File: config.mk
export PLATFORM = sky130hd
export DESIGN_NAME = cal_core
export DESIGN_NICKNAME = d
export VERILOG_FILES = /design/src/rtl/cal_pkg.sv /design/src/rtl/cal_advance.sv /design/src/rtl/cal_shadow.sv /design/src/rtl/cal_core.sv
export SDC_FILE = /design/constraint.sdc
export NUM_CORES = 1
export LEC_CHECK = 0
export ABC_CLOCK_PERIOD_IN_PS = 3500
export BUFFER_PORTS_ARGS = -buffer_cell sky130_fd_sc_hd__buf_2
export CAP_MARGIN = 20
export CELL_PAD_IN_SITES_DETAIL_PLACEMENT = 1
export CELL_PAD_IN_SITES_GLOBAL_PLACEMENT = 2
export CORE_ASPECT_RATIO = 0.75
export CORE_MARGIN = 8
export CORE_UTILIZATION = 30
export CTS_BUF_LIST = sky130_fd_sc_hd__clkbuf_2 sky130_fd_sc_hd__clkbuf_4 sky130_fd_sc_hd__clkbuf_8
export DETAILED_ROUTE_END_ITERATION = 16
export PLACE_DENSITY = 0.71
export SYNTH_ARGS = -nofsm -noshare
export SYNTH_HDL_FRONTEND = slang
export SYNTH_SLANG_ARGS = --single-unit
File: constraint.sdc
create_clock -name clk -period 3.5 [get_ports clk]
set_input_delay 0.875 -clock clk [delete_from_list [all_inputs] [get_ports clk]]
set_output_delay 0.875 -clock clk [all_outputs]
set_load 0.02 [all_outputs]
File: src/rtl/cal_pkg.sv
package cal_pkg;
  localparam int BYTE_W = 8;
  localparam int ADDR_W = 4;
  localparam int N_LOC  = 10;
  localparam int T_BASE = 2;
  localparam int N_FLD  = N_LOC - T_BASE;
  localparam logic [BYTE_W-1:0] WEEK_MAX = 8'h52;

  // field 0 (lowest byte) is seconds, matching shadow location T_BASE
  typedef struct packed {
    logic [BYTE_W-1:0] wkno;
    logic [BYTE_W-1:0] wday;
    logic [BYTE_W-1:0] year;
    logic [BYTE_W-1:0] mon;
    logic [BYTE_W-1:0] day;
    logic [BYTE_W-1:0] hour;
    logic [BYTE_W-1:0] min;
    logic [BYTE_W-1:0] sec;
  } cal_time_t;

  localparam cal_time_t TIME_RST = '{wkno: 8'h00, wday: 8'h01, year: 8'h00,
                                     mon: 8'h01, day: 8'h01, hour: 8'h00,
                                     min: 8'h00, sec: 8'h00};

  function automatic logic [7:0] bcd_inc(input logic [7:0] v);
    if (v[3:0] >= 4'd9) return {v[7:4] + 4'd1, 4'd0};
    return {v[7:4], v[3:0] + 4'd1};
  endfunction

  function automatic logic is_leap(input logic [7:0] y);
    logic [6:0] b;
    b = 7'(y[7:4]) * 7'd10 + 7'(y[3:0]);
    return b[1:0] == 2'b00;
  endfunction

  function automatic logic [7:0] last_day(input logic [7:0] m, input logic [7:0] y);
    case (m)
      8'h02:                      return is_leap(y) ? 8'h29 : 8'h28;
      8'h04, 8'h06, 8'h09, 8'h11: return 8'h30;
      default:                    return 8'h31;
    endcase
  endfunction
endpackage

File: src/rtl/cal_advance.sv
module cal_advance
  import cal_pkg::*;
(
  input  cal_time_t cur,
  output cal_time_t nxt
);
  logic s_wrap, m_wrap, h_wrap, d_wrap, mo_wrap, wd_wrap;

  always_comb begin
    s_wrap  = (cur.sec == 8'h59);
    m_wrap  = s_wrap && (cur.min == 8'h59);
    h_wrap  = m_wrap && (cur.hour == 8'h23);
    d_wrap  = h_wrap && (cur.day == last_day(cur.mon, cur.year));
    mo_wrap = d_wrap && (cur.mon == 8'h12);
    wd_wrap = h_wrap && (cur.wday == 8'h07);

    nxt.sec  = s_wrap ? 8'h00 : bcd_inc(cur.sec);
    nxt.min  = !s_wrap ? cur.min  : (m_wrap ? 8'h00 : bcd_inc(cur.min));
    nxt.hour = !m_wrap ? cur.hour : (h_wrap ? 8'h00 : bcd_inc(cur.hour));
    nxt.day  = !h_wrap ? cur.day  : (d_wrap ? 8'h01 : bcd_inc(cur.day));
    nxt.wday = !h_wrap ? cur.wday : (wd_wrap ? 8'h01 : bcd_inc(cur.wday));
    nxt.mon  = !d_wrap ? cur.mon  : (mo_wrap ? 8'h01 : bcd_inc(cur.mon));
    nxt.year = !mo_wrap ? cur.year : ((cur.year == 8'h99) ? 8'h00 : bcd_inc(cur.year));
    if (mo_wrap)
      nxt.wkno = 8'h00;
    else if (wd_wrap && cur.wkno != WEEK_MAX)
      nxt.wkno = bcd_inc(cur.wkno);
    else
      nxt.wkno = cur.wkno;
  end
endmodule

File: src/rtl/cal_shadow.sv
module cal_shadow
  import cal_pkg::*;
(
  input  logic              clk,
  input  logic              rst_n,
  input  logic              wr_en,
  input  logic [ADDR_W-1:0] wr_addr,
  input  logic [BYTE_W-1:0] wr_data,
  input  logic [ADDR_W-1:0] rd_addr,
  output logic [BYTE_W-1:0] rd_data,
  input  logic              snap_en,
  input  cal_time_t         snap_val,
  input  logic              clr_stat1,
  output logic              lock,
  output cal_time_t         fields
);
  logic [BYTE_W-1:0] loc_q [N_LOC];

  for (genvar g = 0; g < N_LOC; g++) begin : g_loc
    logic hit;
    assign hit = wr_en && (wr_addr == ADDR_W'(g));
    if (g >= T_BASE) begin : g_fld
      always_ff @(posedge clk) begin
        if (!rst_n)       loc_q[g] <= '0;
        else if (snap_en) loc_q[g] <= snap_val[BYTE_W*(g-T_BASE) +: BYTE_W];
        else if (hit)     loc_q[g] <= wr_data;
      end
      assign fields[BYTE_W*(g-T_BASE) +: BYTE_W] = loc_q[g];
    end else if (g == 1) begin : g_st1
      always_ff @(posedge clk) begin
        if (!rst_n)         loc_q[g] <= '0;
        else if (clr_stat1) loc_q[g] <= '0;
        else if (hit)       loc_q[g] <= wr_data;
      end
    end else begin : g_st0
      always_ff @(posedge clk) begin
        if (!rst_n)   loc_q[g] <= '0;
        else if (hit) loc_q[g] <= wr_data;
      end
    end
  end

  assign lock = loc_q[0][BYTE_W-1];

  always_comb begin
    rd_data = '0;
    for (int i = 0; i < N_LOC; i++)
      if (rd_addr == ADDR_W'(i)) rd_data = loc_q[i];
  end


  stat1_clear_chk: assert property (@(posedge clk) disable iff (!rst_n)
    clr_stat1 |=> loc_q[1] == '0);

  snap_wins_chk: assert property (@(posedge clk) disable iff (!rst_n)
    snap_en |=> fields == $past(snap_val));
endmodule

File: src/rtl/cal_core.sv
module cal_core
  import cal_pkg::*;
(
  input  logic        clk,
  input  logic        rst_n,
  input  logic        tick_1hz,
  input  logic        wr_en,
  input  logic [3:0]  wr_addr,
  input  logic [7:0]  wr_data,
  input  logic [3:0]  rd_addr,
  output logic [7:0]  rd_data,
  input  logic        cmd_load,
  input  logic        cmd_snap
);
  cal_time_t time_q, time_d, adv_t, sh_t;
  logic      lock, load_go;

  cal_advance u_adv (.cur(time_q), .nxt(adv_t));

  cal_shadow u_sh (
    .clk, .rst_n, .wr_en, .wr_addr, .wr_data, .rd_addr, .rd_data,
    .snap_en(cmd_snap), .snap_val(time_d), .clr_stat1(load_go),
    .lock, .fields(sh_t)
  );

  assign load_go = cmd_load && !lock;

  always_comb begin
    if (load_go)       time_d = sh_t;
    else if (tick_1hz) time_d = adv_t;
    else               time_d = time_q;
  end

  always_ff @(posedge clk) begin
    if (!rst_n) time_q <= TIME_RST;
    else        time_q <= time_d;
  end


  load_copy_chk: assert property (@(posedge clk) disable iff (!rst_n)
    (cmd_load && !lock) |=> time_q == $past(sh_t));

  lock_hold_chk: assert property (@(posedge clk) disable iff (!rst_n)
    (cmd_load && lock && !tick_1hz) |=> $stable(time_q));

  snap_match_chk: assert property (@(posedge clk) disable iff (!rst_n)
    cmd_snap |=> sh_t == time_q);

  idle_hold_chk: assert property (@(posedge clk) disable iff (!rst_n)
    (!tick_1hz && !(cmd_load && !lock)) |=> $stable(time_q));

  sec_moves_chk: assert property (@(posedge clk) disable iff (!rst_n)
    (tick_1hz && !cmd_load) |=> time_q.sec != $past(time_q.sec));
endmodule

==> results of run 1 <==
report_power, final:
group	internal, mW	leakage (nW)	total (mW)	switching [mW]
combinational	0.170	1.98	0.493	0.323
sequential	1.89	1.40	2.00	0.111
clock	0.736	0.216	1.39	0.658
total	2.79	3.59	3.89	1.09
worst min-delay path: cells and delay by family, from the launching register on:
kind            cells  cell delay, ns
compound gates      1            0.06
flops               1            0.39
simple gates        1            0.06
state kept, by name (all words and copies together) (netlist names):
signal,flops
u_sh.loc_q,80
time_q,64
area by class of cell:
type	instances	area share, %
flip-flops and latches	144	38.3
inverters	36	1.40
clock inverters	6	0.845
multi-input cells	686	45.9
clock buffers	26	3.33
well taps	385	5.01
repair buffers	76	5.18
through the flow:
step | cells | area [µm²] | worst slack (ns)
finish | 1359 | 9620 | 0.139
global route | 1359 | 9620 | 0.0257
CTS | 1359 | 9620 | 0.183
detailed placement | 1327 | 9220 | 0.192
global placement | 1327 | 9220 | 0.189
floorplan | 918 | 8470 | 0.289
cells in the final DEF (no fill, tap or decap), types with 20 or more instances in the layout:
cell type / count
buf_2: 29
clkbuf_8: 20
inv_1: 35
a22o_1: 29
buf_4: 47
nor2_1: 64
edfxtp_1: 80
nor3_1: 21
nand3_1: 25
o21ai_0: 99
a22oi_1: 27
dfxtp_1: 64
a21oi_1: 41
nand2_1: 103
and2_1: 30
ha_1: 42
layer usage:
layer  share of wire (%)  vias up  global-route usage, %
met5                   0        -                      0
met4                 1.2        0                   4.51
met3                 7.2       27                   3.68
met2                  41      235                   27.0
met1                  50     3887                   28.7
li1                    -     3475                      -
path summary, 6_finish.rpt:
check,from,slack (ns),endpoint,depth (start not counted)
min,u_sh.loc_q[3][4],0.53,time_q[36],2
max reg2reg,time_q[48],0.30,u_sh.loc_q[4][11],9
max,rd_addr[2],0.14,rd_data[4],8
min reg2reg,u_sh.loc_q[3][4],0.53,time_q[36],2
cell families after synthesis:
group	share of synthesized area, %
xor+xnor	2.79
buf+inv	4.44
fa+ha+maj	6.20
compound gates	20.7
simple gates	20.6
flops	43.5
mux	1.77
==> metrics, run 1 <==
Post-synth EDFFs=80; DR WL/cell=23.7 µm; Clock Sinks=144; antenna diode count=0; Yosys warning total=0; Max Freq=298 MHz; GR Util All Layers=around a fifth; CP startpoint kind=primary input; total leakage power=3.59 nW; Slew @ Worst Pin=~0.91 ns; final hold slack=0.532 ns; share of layout cells above drive strength 1=13.8%; Setup Viol. Count Final=0; Layout fillers=3,252; Synth area leaders=edfxtp_1, dfxtp_1, ha_1, o21ai_0, nand2_1; skew final=0.0122 ns; Synth async-reset ratio=0%; IO Port Bufs=29; drc violations=0; WL final=32,200 µm; CTS resizes=0; worst path bufs/invs=2; leading register cell type out of synthesis=edfxtp_1; clk slew on worst S/H paths=around 0.080 ns; crit path time final=between 3 and 4 ns; clk buf depth=2; Site Rows=53; max-slew violations=0; Synth cell types=76; count leader, synth=nand2_1; Post-Syn Area=8470 µm²; Multi-input gate area=4420 µm²; top-area cell type share of the netlist area=~28%; Crit-path slowest cell=nor2b_1; total gr overflow=0; global-route wire length before repair=~49,000 µm; CTS Buf Count=17; antenna-violating nets left=0; TNS Setup=0 ns; status=complete, no violations; routed via count=7,624; CTS Root Cell=clkbuf_8; Final HPWL DP=between 20,000 and 25,000 µm; Crit Path Class=primary input to primary output; Die Height=162 µm; H-tree Lvls=4; VDD IR-drop max=approximately 220 µV; vias in the first global route=7,644; flops & latches, synth=144; antenna violations before repair=1; GP Congestion=0.899; Layout area overhead=13.5%; # nets final=1,025; # IOs=30; worst skew pair latency=around 0.47 ns; postcts setup bufs=0; post-synthesis sequential area ratio=43.5%; Top Family by Delay on Critical Path=simple AND/OR/NAND/NOR gates; pwr dens=404 nW/µm²; final hold violation count=0; CP max stage delay=0.41 ns; CTS tree=yes; Synth area leader=edfxtp_1; drt first pass iters=8; CP max FO=10; Overall Power=3.89 mW; CP required=roughly 2.6 ns; DR iter-0 viols=769; most frequent cells after synthesis=nand2_1, o21ai_0, edfxtp_1, dfxtp_1, nor2_1; CP Cell Sequence=buf_2 > nor2b_1 > nor2b_1 > a222oi_1 > a21oi_1 > o22ai_1 > nand2_1 > buf_2; die width=about 210 µm; cts hold-fix bufs=0; Syn Area/Cell=slightly above 9 µm²; syn_nets=between 900 and 1,000; Initial Utilization=30.4%; CP Data Arrival Time=2.49 ns; RSZ-0062 raised after global routing=false; pin count of the biggest net entering global routing=35; post-route clock period utilization=96.0%; die area=33,900 µm²; Finished Core Util=34.5%; synthesized instance count=a little over 900; HP Class=flop to flop; post-DR vias/cell=5.61; Slew HR=38.8%; Reg area=3680 µm²; CP Capture Type=primary output; Max-cap violations=0; CORE AREA=27,900 µm²
(Power assumes the default switching activity.)
==> inputs of run 2 (changes only) <==
==> constraint.sdc (replaced) <==
create_clock -name clk -period 3.5 [get_ports clk]
set_input_delay 0.7 -clock clk [delete_from_list [all_inputs] [get_ports clk]]
set_output_delay 0.7 -clock clk [all_outputs]
set_load 0.02 [all_outputs]
==> metrics, run 2 (synthesis gave the netlist of run 1 again) <==
status=complete, no violations (unchanged); Final Cell Area=9540 µm² (was 9620 µm²); Setup Viol. Count Final=0 (unchanged); routed via count=7,467 (was 7,624); CTS tree=yes (unchanged); die area=33,900 µm² (unchanged); RSZ-0062 raised after global routing=false (unchanged); Crit Path Class=primary input to primary output (unchanged); Biggest register=u_sh.loc_q (unchanged); DR iter-0 viols=821 (was 769); H-tree Lvls=4 (unchanged); CTS resizes=0 (unchanged); postcts setup bufs=0 (unchanged); Layout area overhead=12.6% (was 13.5%); clk slew on worst S/H paths=0.09 ns (was 0.08 ns); CP Cell Sequence=buf_2 > nor2b_1 > nor2b_1 > a222oi_1 > a21oi_1 > o22ai_1 > nand2_1 > buf_2 (unchanged); Die Height=162 µm (unchanged); CP Data Arrival Time=2.47 ns (was 2.49 ns); Slew @ Worst Pin=0.795 ns (was 0.911 ns); share of layout cells above drive strength 1=12.7% (was 13.8%); total gr overflow=0 (unchanged); max-slew violations=0 (unchanged); most frequent cells in the layout=nand2_1, o21ai_0, edfxtp_1, nor2_1, dfxtp_1 (unchanged); global-route wire length before repair=47,800 µm (was 48,800 µm); CP startpoint kind=primary input (unchanged); Finished Core Util=34.2% (was 34.5%); VDD IR-drop max=247 µV (was 222 µV); antenna-violating nets left=0 (unchanged); IO Port Bufs=29 (unchanged); HP Class=flop to flop (unchanged); skew final=0.0144 ns (was 0.0122 ns); TNS Setup=0 ns (unchanged); clk buf depth=2 (unchanged); # IOs=30 (unchanged); DR WL/cell=23.6 µm (was 23.7 µm); Max Freq=315 MHz (was 298 MHz); most common cell after layout, fill and taps aside=nand2_1 (unchanged); CP Capture Type=primary output (unchanged); Final HPWL DP=23,500 µm (was 24,200 µm); Site Rows=53 (unchanged); worst skew pair latency=0.47 ns (about the same); GR Util All Layers=18.8% (was 19.0%); drt first pass iters=7 (was 8); CTS Buf Count=17 (unchanged); Layout fillers=3,256 (was 3,252); # nets final=1,013 (was 1,025); Initial Utilization=30.4% (unchanged); Crit-path slowest cell=nor2b_1 (unchanged); pwr dens=409 nW/µm² (was 404 nW/µm²); die width=210 µm (unchanged); CP max stage delay=0.38 ns (was 0.41 ns); antenna diode count=0 (unchanged); CP required=2.80 ns (was 2.62 ns); antenna violations before repair=1 (unchanged); total leakage power=3.53 nW (was 3.59 nW); dpl cell area=9140 µm² (was 9220 µm²); CP max FO=10 (unchanged); cts hold-fix bufs=0 (unchanged); final hold violation count=0 (unchanged); post-DR vias/cell=5.54 (was 5.61); GP Congestion=0.838 (was 0.899); drc violations=0 (unchanged); WL final=31,700 µm (was 32,200 µm); CTS Root Cell=clkbuf_8 (unchanged); max reg flops=80 (unchanged); Top Registers=u_sh.loc_q (80), time_q (64) (unchanged); Slew HR=46.4% (was 38.8%); Clock Sinks=144 (unchanged); vias in the first global route=7,350 (was 7,644); crit path time final=3.17 ns (was 3.36 ns); CORE AREA=27,900 µm² (unchanged); Max-cap violations=0 (unchanged); pin count of the biggest net entering global routing=36 (was 35); post-route clock period utilization=90.7% (was 96.0%)
## run 2: changes by cell type in the layout (fill, tap and decap cells not counted)
cell,delta
buf_4,-13
buf_12,+1
clkbuf_4,-1
clkinv_2,+1
## run 2: final cells by class
class	instances	area, µm²	share of cell area, %
Clock buffer	25	313	3.28
Clock inverter	7	86.3	0.905
Inverter	36	135	1.42
Multi-Input combinational cell	686	4420	46.3
Sequential cell	144	3680	38.6
Tap cell	385	482	5.05
Timing Repair Buffer	64	420	4.41
## run 2: metrics by stage
step | instances | hold slack, ns | setup WS, ns | total power, mW
floorplan | 918 | 0.461 | 0.639 | 2.29
global placement | 1315 | 0.518 | 0.336 | 2.51
detailed placement | 1315 | 0.518 | 0.272 | 2.51
CTS | 1347 | 0.543 | 0.403 | 3.91
global route | 1347 | 0.562 | 0.140 | 4.04
finish | 1347 | 0.537 | 0.326 | 3.90
## run 2: layer usage
layer	GRT usage, %	wire, µm	vias to the layer above
li1	-	-	3439
met1	29.5	16400	3728
met2	25.5	12600	273
met3	3.95	2380	27
met4	3.90	375	0
met5	0	0	-
## run 2: worst paths after layout
| check | end | cells after the start | startpoint | slack [ns] |
|---|---|---|---|---|
| max | rd_data[4] | 8 | rd_addr[2] | 0.33 |
| min reg2reg | time_q[46] | 2 | u_sh.loc_q[3][14] | 0.54 |
| min | time_q[46] | 2 | u_sh.loc_q[3][14] | 0.54 |
| max reg2reg | u_sh.loc_q[4][11] | 9 | time_q[48] | 0.38 |
## run 2: where the power goes
group / switching [mW] / internal (mW) / leakage [nW]
logic: 0.321 / 0.165 / 1.92
registers: 0.109 / 1.89 / 1.40
clock network: 0.688 / 0.727 / 0.215
total: 1.12 / 2.78 / 3.53
## run 2: critical path, delay by kind of cell
kind | cells | cell delay (ns)
compound gates | 3 | 0.74
buf+inv | 2 | 0.35
simple gates | 3 | 0.66
